## src/rtl/dmairq_pkg.sv

```systemverilog
package dmairq_pkg;
  localparam int FLAG_W = 6;
  localparam int STAT_W = 7;
  localparam int F_TMO  = 0;
  localparam int F_DROP = 1;
  localparam int F_HALF = 2;
  localparam int F_EOF  = 3;
  localparam int F_LAST = 4;
  localparam int F_EOB  = 5;
  localparam int F_SYNC = 6;
  localparam logic [FLAG_W-1:0] MASK_RST = 6'h03;

  typedef enum logic [1:0] {
    RG_STAT = 2'd0,
    RG_MASK = 2'd1,
    RG_CTRL = 2'd2,
    RG_NONE = 2'd3
  } reg_grp_e;
endpackage

```

## src/rtl/dmairq_chan_stat.sv

```systemverilog
module dmairq_chan_stat
  import dmairq_pkg::*;
(
  input  logic              clk,
  input  logic              rst_n,
  input  logic              expose_i,
  input  logic [FLAG_W-1:0] evt_i,
  input  logic              sync_i,
  input  logic              mask_we_i,
  input  logic [FLAG_W-1:0] mask_wd_i,
  input  logic              clr_i,
  output logic [FLAG_W-1:0] mask_o,
  output logic [STAT_W-1:0] stat_o
);
  logic [FLAG_W-1:0] mask_q, mask_d;
  logic [FLAG_W-1:0] flag_q, flag_d;
  logic              sync_q, sync_d;
  logic [FLAG_W-1:0] arm, hit;
  logic              flag_en;

  // next state
  always_comb begin
    arm         = mask_q;
    arm[F_DROP] = 1'b1;
    hit         = expose_i ? (evt_i & arm) : '0;
    mask_d      = mask_wd_i;
    sync_d      = expose_i & sync_i;
    flag_en     = clr_i | (|hit) | ~expose_i;
    if (!expose_i)  flag_d = '0;
    else if (clr_i) flag_d = hit;
    else            flag_d = flag_q | hit;
  end

  // registers
  always_ff @(posedge clk or negedge rst_n) begin
    if (!rst_n) begin
      mask_q <= MASK_RST;
      flag_q <= '0;
      sync_q <= 1'b0;
    end else begin
      if (mask_we_i) mask_q <= mask_d;
      if (flag_en)   flag_q <= flag_d;
      sync_q <= sync_d;
    end
  end

  assign mask_o = mask_q;
  assign stat_o = {sync_q, flag_q};


  drop_unmasked_chk: assert property (@(posedge clk) disable iff (!rst_n)
    (expose_i && evt_i[F_DROP]) |=> stat_o[F_DROP]);

  eob_gated_chk: assert property (@(posedge clk) disable iff (!rst_n)
    (!mask_q[F_EOB] && !flag_q[F_EOB]) |=> !flag_q[F_EOB]);

  read_clears_chk: assert property (@(posedge clk) disable iff (!rst_n)
    (clr_i && evt_i == '0) |=> flag_q == '0);

  collide_keep_chk: assert property (@(posedge clk) disable iff (!rst_n)
    (clr_i && expose_i && evt_i[F_DROP]) |=> flag_q[F_DROP]);
endmodule

```

## src/rtl/dmairq_line_map.sv

```systemverilog
module dmairq_line_map
  import dmairq_pkg::*;
#(
  parameter int NUM_CH    = 16,
  parameter int LEG_PAIRS = 3,
  parameter int PAIR_OFS  = 6,
  parameter int LEG_LINES = 6
) (
  input  logic              clk,
  input  logic              rst_n,
  input  logic              ext_i,
  input  logic [STAT_W-1:0] stat_i [NUM_CH],
  output logic [NUM_CH-1:0] irq_o
);
  logic [NUM_CH-1:0] any_set;
  logic [NUM_CH-1:0] leg_line;

  for (genvar c = 0; c < NUM_CH; c++) begin : g_line
    assign any_set[c] = |stat_i[c];
    if (c < LEG_PAIRS && (c + PAIR_OFS) < NUM_CH) begin : g_pair
      assign leg_line[c] = any_set[c] | any_set[c+PAIR_OFS];
    end else if (c < LEG_LINES) begin : g_single
      assign leg_line[c] = any_set[c];
    end else begin : g_off
      assign leg_line[c] = 1'b0;
    end
    assign irq_o[c] = ext_i ? any_set[c] : leg_line[c];
  end


  leg_upper_quiet_chk: assert property (@(posedge clk) disable iff (!rst_n)
    !ext_i |-> (irq_o >> LEG_LINES) == '0);

  ext_own_line_chk: assert property (@(posedge clk) disable iff (!rst_n)
    (ext_i && stat_i[PAIR_OFS] != '0) |-> irq_o[PAIR_OFS]);
endmodule

```

## src/rtl/dmairq_regif.sv

```systemverilog
module dmairq_regif
  import dmairq_pkg::*;
#(
  parameter int NUM_CH    = 16,
  parameter int LEG_CH    = 9,
  parameter int LEG_PAIRS = 3,
  parameter int PAIR_OFS  = 6,
  parameter int DATA_W    = 16,
  localparam int CH_W     = $clog2(NUM_CH),
  localparam int ADDR_W   = CH_W + 2
) (
  input  logic              clk,
  input  logic              rst_n,
  input  logic [ADDR_W-1:0] addr_i,
  input  logic              wr_i,
  input  logic              rd_i,
  input  logic [DATA_W-1:0] wdata_i,
  input  logic [STAT_W-1:0] stat_i [NUM_CH],
  input  logic [FLAG_W-1:0] mask_i [NUM_CH],
  output logic [DATA_W-1:0] rdata_o,
  output logic              ext_o,
  output logic [NUM_CH-1:0] expose_o,
  output logic [NUM_CH-1:0] clr_o,
  output logic [NUM_CH-1:0] mask_we_o,
  output logic [FLAG_W-1:0] mask_wd_o
);
  localparam logic [CH_W-1:0] OFS_L = CH_W'(PAIR_OFS);
  localparam logic [CH_W-1:0] LP_L  = CH_W'(LEG_PAIRS);

  reg_grp_e        grp;
  logic [CH_W-1:0] ch;
  logic [CH_W-1:0] sib;
  logic            has_sib;
  logic            ext_q, ext_d, ext_en;

  assign grp = reg_grp_e'(addr_i[ADDR_W-1:CH_W]);
  assign ch  = addr_i[CH_W-1:0];

  // partner selection in compatibility mapping
  always_comb begin
    has_sib = 1'b0;
    sib     = ch;
    if (!ext_q) begin
      if (ch < LP_L) begin
        has_sib = 1'b1;
        sib     = ch + OFS_L;
      end else if (ch >= OFS_L && ch < OFS_L + LP_L) begin
        has_sib = 1'b1;
        sib     = ch - OFS_L;
      end
    end
  end

  // read mux and strobes
  always_comb begin
    rdata_o   = '0;
    clr_o     = '0;
    mask_we_o = '0;
    mask_wd_o = wdata_i[FLAG_W-1:0];
    ext_en    = 1'b0;
    ext_d     = wdata_i[0];
    unique case (grp)
      RG_STAT: begin
        rdata_o[STAT_W-1:0] = stat_i[ch];
        clr_o[ch]           = rd_i;
        if (has_sib) begin
          rdata_o[2*FLAG_W-1:FLAG_W] = rdata_o[2*FLAG_W-1:FLAG_W]
                                     | stat_i[sib][FLAG_W-1:0];
          clr_o[sib] = rd_i;
        end
      end
      RG_MASK: begin
        rdata_o[FLAG_W-1:0] = mask_i[ch];
        mask_we_o[ch]       = wr_i;
      end
      RG_CTRL: begin
        rdata_o[0] = ext_q;
        ext_en     = wr_i;
      end
      default: rdata_o = '0;
    endcase
  end

  always_ff @(posedge clk or negedge rst_n) begin
    if (!rst_n)      ext_q <= 1'b0;
    else if (ext_en) ext_q <= ext_d;
  end

  assign ext_o = ext_q;
  for (genvar c = 0; c < NUM_CH; c++) begin : g_expose
    if (c < LEG_CH) begin : g_always
      assign expose_o[c] = 1'b1;
    end else begin : g_wide
      assign expose_o[c] = ext_q;
    end
  end


  pair_clear_chk: assert property (@(posedge clk) disable iff (!rst_n)
    (rd_i && grp == RG_STAT && !ext_q && ch < LP_L) |-> $countones(clr_o) == 2);

  ctrl_write_chk: assert property (@(posedge clk) disable iff (!rst_n)
    (wr_i && grp == RG_CTRL) |=> ext_o == $past(wdata_i[0]));

  wide_single_clear_chk: assert property (@(posedge clk) disable iff (!rst_n)
    (ext_q) |-> $onehot0(clr_o));
endmodule

```

## src/rtl/dmairq_status_unit.sv

```systemverilog
module dmairq_status_unit
  import dmairq_pkg::*;
#(
  parameter int NUM_CH    = 16,
  parameter int LEG_CH    = 9,
  parameter int LEG_PAIRS = 3,
  parameter int PAIR_OFS  = 6,
  parameter int LEG_LINES = 6,
  parameter int DATA_W    = 16,
  localparam int CH_W     = $clog2(NUM_CH),
  localparam int ADDR_W   = CH_W + 2
) (
  input  logic                     clk,
  input  logic                     rst_n,
  input  logic [NUM_CH*FLAG_W-1:0] evt_i,
  input  logic [NUM_CH-1:0]        sync_i,
  input  logic [ADDR_W-1:0]        bus_addr_i,
  input  logic                     bus_wr_i,
  input  logic                     bus_rd_i,
  input  logic [DATA_W-1:0]        bus_wdata_i,
  output logic [DATA_W-1:0]        bus_rdata_o,
  output logic [NUM_CH-1:0]        irq_o
);
  logic [STAT_W-1:0] stat [NUM_CH];
  logic [FLAG_W-1:0] mask [NUM_CH];
  logic [NUM_CH-1:0] expose, clr, mask_we;
  logic [FLAG_W-1:0] mask_wd;
  logic              ext;

  dmairq_regif #(
    .NUM_CH(NUM_CH), .LEG_CH(LEG_CH), .LEG_PAIRS(LEG_PAIRS),
    .PAIR_OFS(PAIR_OFS), .DATA_W(DATA_W)
  ) u_regif (
    .clk(clk), .rst_n(rst_n), .addr_i(bus_addr_i), .wr_i(bus_wr_i),
    .rd_i(bus_rd_i), .wdata_i(bus_wdata_i), .stat_i(stat), .mask_i(mask),
    .rdata_o(bus_rdata_o), .ext_o(ext), .expose_o(expose), .clr_o(clr),
    .mask_we_o(mask_we), .mask_wd_o(mask_wd)
  );

  for (genvar c = 0; c < NUM_CH; c++) begin : g_ch
    dmairq_chan_stat u_chan (
      .clk(clk), .rst_n(rst_n), .expose_i(expose[c]),
      .evt_i(evt_i[c*FLAG_W +: FLAG_W]), .sync_i(sync_i[c]),
      .mask_we_i(mask_we[c]), .mask_wd_i(mask_wd), .clr_i(clr[c]),
      .mask_o(mask[c]), .stat_o(stat[c])
    );
  end

  dmairq_line_map #(
    .NUM_CH(NUM_CH), .LEG_PAIRS(LEG_PAIRS), .PAIR_OFS(PAIR_OFS),
    .LEG_LINES(LEG_LINES)
  ) u_lines (
    .clk(clk), .rst_n(rst_n), .ext_i(ext), .stat_i(stat), .irq_o(irq_o)
  );


  wide_line_drop_chk: assert property (@(posedge clk) disable iff (!rst_n)
    (ext && bus_rd_i && bus_addr_i[ADDR_W-1:CH_W] == RG_STAT
     && evt_i == '0 && sync_i == '0) |=> !irq_o[$past(bus_addr_i[CH_W-1:0])]);

  leg_hidden_chk: assert property (@(posedge clk) disable iff (!rst_n)
    !ext |-> (irq_o >> LEG_LINES) == '0);
endmodule

```

## config.mk

```make
export PLATFORM = sky130hd
export DESIGN_NAME = dmairq_status_unit
export DESIGN_NICKNAME = d
export VERILOG_FILES = /design/src/rtl/dmairq_pkg.sv /design/src/rtl/dmairq_chan_stat.sv /design/src/rtl/dmairq_line_map.sv /design/src/rtl/dmairq_regif.sv /design/src/rtl/dmairq_status_unit.sv
export SDC_FILE = /design/constraint.sdc
export NUM_CORES = 1
export LEC_CHECK = 0
export BUFFER_PORTS_ARGS = -buffer_cell sky130_fd_sc_hd__buf_2
export CAP_MARGIN = 0
export CORE_UTILIZATION = 59
export CTS_BUF_LIST = sky130_fd_sc_hd__clkbuf_8
export CTS_CLUSTER_DIAMETER = 50
export CTS_CLUSTER_SIZE = 10
export DETAILED_ROUTE_END_ITERATION = 8
export PLACE_DENSITY = 0.83
export SLEW_MARGIN = 20
export SYNTH_ARGS = -nofsm -noshare
export SYNTH_HDL_FRONTEND = slang
export SYNTH_SLANG_ARGS = --single-unit
```

## constraint.sdc

```tcl
create_clock -name clk -period 4.9 [get_ports clk]
set_input_delay 1.47 -clock clk [delete_from_list [all_inputs] [get_ports clk]]
set_output_delay 1.47 -clock clk [all_outputs]
set_load 0.01 [all_outputs]
```

# Word level (Yosys, flattened, before mapping)
# Cells that the tools add are included.
# totals
ff_bits,209
word_cells,240
# classes
add_sub_neg,2
n_lt_le_gt_ge,9
n_eq_ne,2
muxes,71
n_bitwise,71
reduce_logical,36
# ops
operator,count
$mux 6,36
$reduce_or 7->1,16
$and 6x6->6,16
$or 6x6->6,16
$reduce_or 6->1,16
$bmux 7 s4,2
$mux 16,3
$and 16x16->16,2
$or 1x1->1,26
$bmux 6 s4,1
$mux 1,19
$bwmux 16,1
$mux 7,2
$mux 4,3
$ge 5x5->1 const B,2
$lt 4x5->1 const B,2
$not 4->5,2
$pmux 5 s2,1
$demux 1 s4,2
$ge 4x1->1 const B,2
$and 1x1->1,7
$or 1x6->6,1
$add 4x3->4 const B,1
$ge 4x3->1 const B,1
9 further kinds,11

# Longest topological paths before layout
# logic_depth
word_depth,14
ltp_mapped,10
mapped_depth_nobuf,6

# Modules after synthesis
# A second synthesis with hierarchy kept.
# hier_totals
hier_cells,971
area_unflattened_um2,12011.5
# by_module_without_submodules
mod,instances,cells_per_inst,area_each_um2
dmairq_chan_stat,16,39,544.3
dmairq_regif,1,298,2950.3
dmairq_line_map,1,49,352.8

# Worst setup path before layout
# OpenSTA, ideal clock, no wires.
# synth_path
path_type,input to output
startpoint,input port bus_addr_i[1]
endpoint,output port bus_rdata_o[6]
arrival_ns,3.088
required_time_ns,3.430
slack_ns,0.342
stages,7
n_path_buf,1
path_cell_list,buf_6 and2b_1 nor2_2 o32ai_4 mux4_1 a221oi_1 o21ai_1
# synth_between
elab_chain_len,12
word_cells_on_any_way,23
# synth_rtl
item,line,source
start: declaration,dmairq_status_unit.sv:17,"input logic [ADDR_W-1:0] bus_addr_i,"
$ge 4x3->1 or $lt 4x4->1 (tied branches),dmairq_regif.sv:47,end else if (ch >= OFS_L && ch < OFS_L + LP_L) begin
$logic_and 1x1->1,dmairq_regif.sv:47,
$mux 4,dmairq_regif.sv:47,
$mux 4,dmairq_regif.sv:44,if (ch < LP_L) begin
$mux 4,dmairq_regif.sv:43,if (!ext_q) begin
$not 4->5 (not written as such),dmairq_regif.sv:68,| stat_i[sib][FLAG_W-1:0];
$bmux 7 s4,dmairq_regif.sv:68,
$mux 6 (not written as such) (2 in series),dmairq_regif.sv:68,
$or 1x6->6,dmairq_regif.sv:68,
$mux 6 (*),dmairq_regif.sv:66,if (has_sib) begin
$mux 6 (*),dmairq_regif.sv:62,unique case (grp)
end: declaration,dmairq_status_unit.sv:21,"output logic [DATA_W-1:0] bus_rdata_o,"
# Mark *: on every way between the ends. The rest lies on a longest branch, timed or not. The select of a mux whose other input is x is not followed.

# Final worst setup path
# layout_path
startpoint,input port bus_addr_i[0]
endpoint,output port bus_rdata_o[6]
# Same word-level chain as after synthesis.

==> flow_summary.json <==
{
  "worst_pin_slew_ns": 0.874,
  "cts_tree": "yes",
  "rsz0062_at_grt": "yes",
  "synthCells": 834,
  "reg2reg_to": "g_ch[1].u_chan.flag_q[4]",
  "finalPower_mw": 4.57,
  "initial_utilization": 0.611,
  "worstHoldPathCells": 1,
  "final_cell_mix": "dfrtp_1 (176), buf_2 (153), mux2_2 (114)",
  "overflow": 0,
  "hold_path_end": "g_ch[7].u_chan.flag_q[1]",
  "io_buffers": 155,
  "root_buffer": "clkbuf_8",
  "async_reset_ff_frac": 1.00,
  "crit_path_cell_trace": "buf_8 -> and2b_2 -> nor2_4 -> o32ai_4 -> mux4_2 -> a221oi_2 -> o21ai_2 -> buf_2",
  "core_sq_um": 17500,
  "cpMaxStageDelayCell": "mux4_2",
  "crit_required_ns": 3.43,
  "grt_use_total": 0.364,
  "maxSlewHeadroom": 0.418,
  "postRouteAntennaNets": 0,
  "drc_errors": 0,
  "critical_path_peak_fanout": 3,
  "max_stage_delay_ns": 0.61,
  "die_y_microns": 137,
  "hold_viol": 0,
  "hpwl_microns": 24200,
  "ys_warn_count": 0,
  "area_delta_synth_final_pct": 16.4,
  "synthFlopType": "dfrtp_1",
  "gp_congestion": 1.07,
  "ios": 170,
  "grt_max_degree": 109,
  "clock_latency_ns": 0.56,
  "final_common_cell": "dfrtp_1",
  "finClkSkew_ns": 0.0178,
  "rr_worst_depth": 6,
  "grt_pass1_wl_microns": 49300,
  "holdCritStartpoint": "g_ch[7].u_chan.flag_q[1]",
  "die_w_microns": 137,
  "drt_wl_total_microns": 33000,
  "drv_cap": 0,
  "nNetsFinal": 1156,
  "wl_per_cell_microns": 26.1,
  "antenna_found_initial": 3,
  "drive_gt1_frac": 0.434,
  "fin_area_sq_um": 12500,
  "reg2reg_from": "u_regif.ext_o",
  "avgSynthCellArea_sq_um": 12.9,
  "vdd_drop_max_mv": 0.298,
  "synth_edf_count": 0,
  "setup_viol": 0,
  "ys_ff_latch": 209,
  "vias": 8469,
  "grt_pass1_vias": 8473,
  "cts.path.max_buffers": 3,
  "drt_pass1_iterations": 5,
  "end_kind": "output pin",
  "crit_arrival_ns": 3.42,
  "numCtsBuffers": 26,
  "rows": 48,
  "fmax_mhz": 204,
  "synth_cell_types": 56,
  "report.final.slew_viol_count": 0,
  "clkTransAtPathRegs_ns": 0.07,
  "clock_sinks": 209,
  "dpl_cell_area_sq_um": 11800,
  "reg2reg_slack_ns": 3.03,
  "min_path_type": "register to register",
  "period_minus_slack_ns": 4.89,
  "power_leakage_nw": 5.57,
  "ys_seq_area_frac": 0.492,
  "die-area_sq_um": 18700,
  "status": "finished, final reports clean",
  "htreeDepth": 1,
  "via_per_inst": 6.69,
  "syn-cell-area_sq_um": 10700,
  "power.density_nw_per_um2": 366,
  "fin_crit_sh": 0.999,
  "worstSetupPathType": "input pin to output pin",
  "drt-initial-drc-count": 806,
  "cp-start-kind": "input pin"
}
-- how the worst max path moves through the flow --
stage / from / endpoint / slack, ns / cells past startpoint
2_1_floorplan: bus_addr_i[1] / bus_rdata_o[6] / 0.34 / 7
3_3_place_gp: bus_addr_i[0] / bus_rdata_o[6] / -0.12 / 8
3_5_place_dp: bus_addr_i[0] / bus_rdata_o[6] / -0.14 / 8
4_1_cts: bus_addr_i[0] / bus_rdata_o[6] / -0.06 / 8
5_1_grt: bus_addr_i[0] / bus_rdata_o[6] / -0.06 / 8
6_report: bus_addr_i[0] / bus_rdata_o[6] / 0.007 / 8
-- cells in the mapped netlist, types with 2 or more instances --
cell,number,area share
mux4_2,38,0.080
nor2_1,24,0.0084
buf_4,11,0.0077
a221oi_1,7,0.0057
o22ai_1,4,0.0023
buf_6,5,0.0053
o21ai_0,18,0.0084
a21o_1,11,0.0077
nand2_1,37,0.013
a22o_1,47,0.038
nand4_1,2,0.0012
buf_2,10,0.0047
o21ai_1,2,0.00093
nand3b_1,3,0.0021
dfstp_2,32,0.078
mux2_2,114,0.12
nand3_1,11,0.0051
mux2_1,3,0.0032
a221o_1,2,0.0019
or3_1,2,0.0012
nor2_2,6,0.0035
a211oi_1,7,0.0049
nor4_1,19,0.011
mux4_1,6,0.015
dfrtp_1,177,0.41
o221ai_1,7,0.0057
and2_1,10,0.0058
a21boi_0,7,0.0049
a21oi_1,22,0.010
or4_1,6,0.0042
nor3_2,2,0.0019
nor2b_1,54,0.032
a22oi_1,39,0.027
clkbuf_1,18,0.0063
nand2b_1,7,0.0041
buf_12,5,0.0093
a2111oi_0,3,0.0025
inv_1,4,0.0014
mux2i_1,21,0.020
nor3_1,15,0.0070
-- worst max-delay path: cells and delay by family --
family | cells | cell delay, ns
and+or+nand+nor | 2 | 0.29
muxes | 1 | 0.61
AOI/OAI and AO/OA | 3 | 0.81
buffers and inverters | 2 | 0.25
-- cell type report --
class / count / area (sq um)
Antenna cell: 2 / 5.00
Clock buffer: 30 / 413
Clock inverter: 18 / 103
Fill cell: 1266 / 5050
Inverter: 4 / 15.0
Multi-Input combinational cell: 574 / 5130
Sequential cell: 209 / 5270
Tap cell: 225 / 282
Timing Repair Buffer: 203 / 1260
-- timing repair --
action | CTS | global route
hold buffers | 0 | 0
resized for setup | 9 | 14
pin swaps | 4 | 5
cloned | 0 | 1
setup endpoints to repair | 5 | 8
buffers inserted | 1 | 2
-- per-layer routing --
layer | wire, microns | up-vias | global-route usage
li1 | - | 3558 | -
met1 | 12900 | 4275 | 0.493
met2 | 15000 | 528 | 0.559
met3 | 3360 | 106 | 0.0837
met4 | 1660 | 2 | 0.171
met5 | 8 | - | 0
-- power breakdown --
group	leakage, nW	internal [mW]	switching, mW	total (mW)
Sequential	2.49	2.03	0.286	2.31
Clock	0.314	0.612	0.635	1.25
Combinational	2.77	0.532	0.484	1.02
Total	5.57	3.17	1.41	4.57
-- cells by family (layout without fill, tap and decap cells) --
logic type | Yosys count | after routing | synth area share
multiplexers | 183 | 183 | 0.238
flip-flops | 209 | 209 | 0.492
AND/OR/NAND/NOR | 202 | 202 | 0.102
AO/OA/AOI/OAI | 185 | 185 | 0.132
buffers and inverters | 54 | 255 | 0.0350
other | 1 | 6 | 0.000350
-- stage by stage --
| step | utilization | setup slack (ns) | cells | hold slack, ns | setup TNS (ns) |
|---|---|---|---|---|---|
| final | 0.712 | 0.00695 | 1265 | 0.503 | 0 |
| after CTS | 0.706 | -0.0585 | 1260 | 0.498 | -0.109 |
| after global routing | 0.711 | -0.0595 | 1263 | 0.529 | -0.0794 |
| after detailed placement | 0.675 | -0.135 | 1211 | 0.483 | -0.387 |
| after floorplan | - | 0.342 | 837 | 0.456 | 0 |
| after global placement | 0.675 | -0.123 | 1211 | 0.477 | -0.244 |
-- state kept, by name (all words and copies together) (netlist names) --
name and cells:
u_regif.ext_o 1, g_ch.u_chan.sync_q 16, g_ch.u_chan.mask_o 96, g_ch.u_chan.flag_q 96
Note: power is estimated with default switching activity, not from simulation.
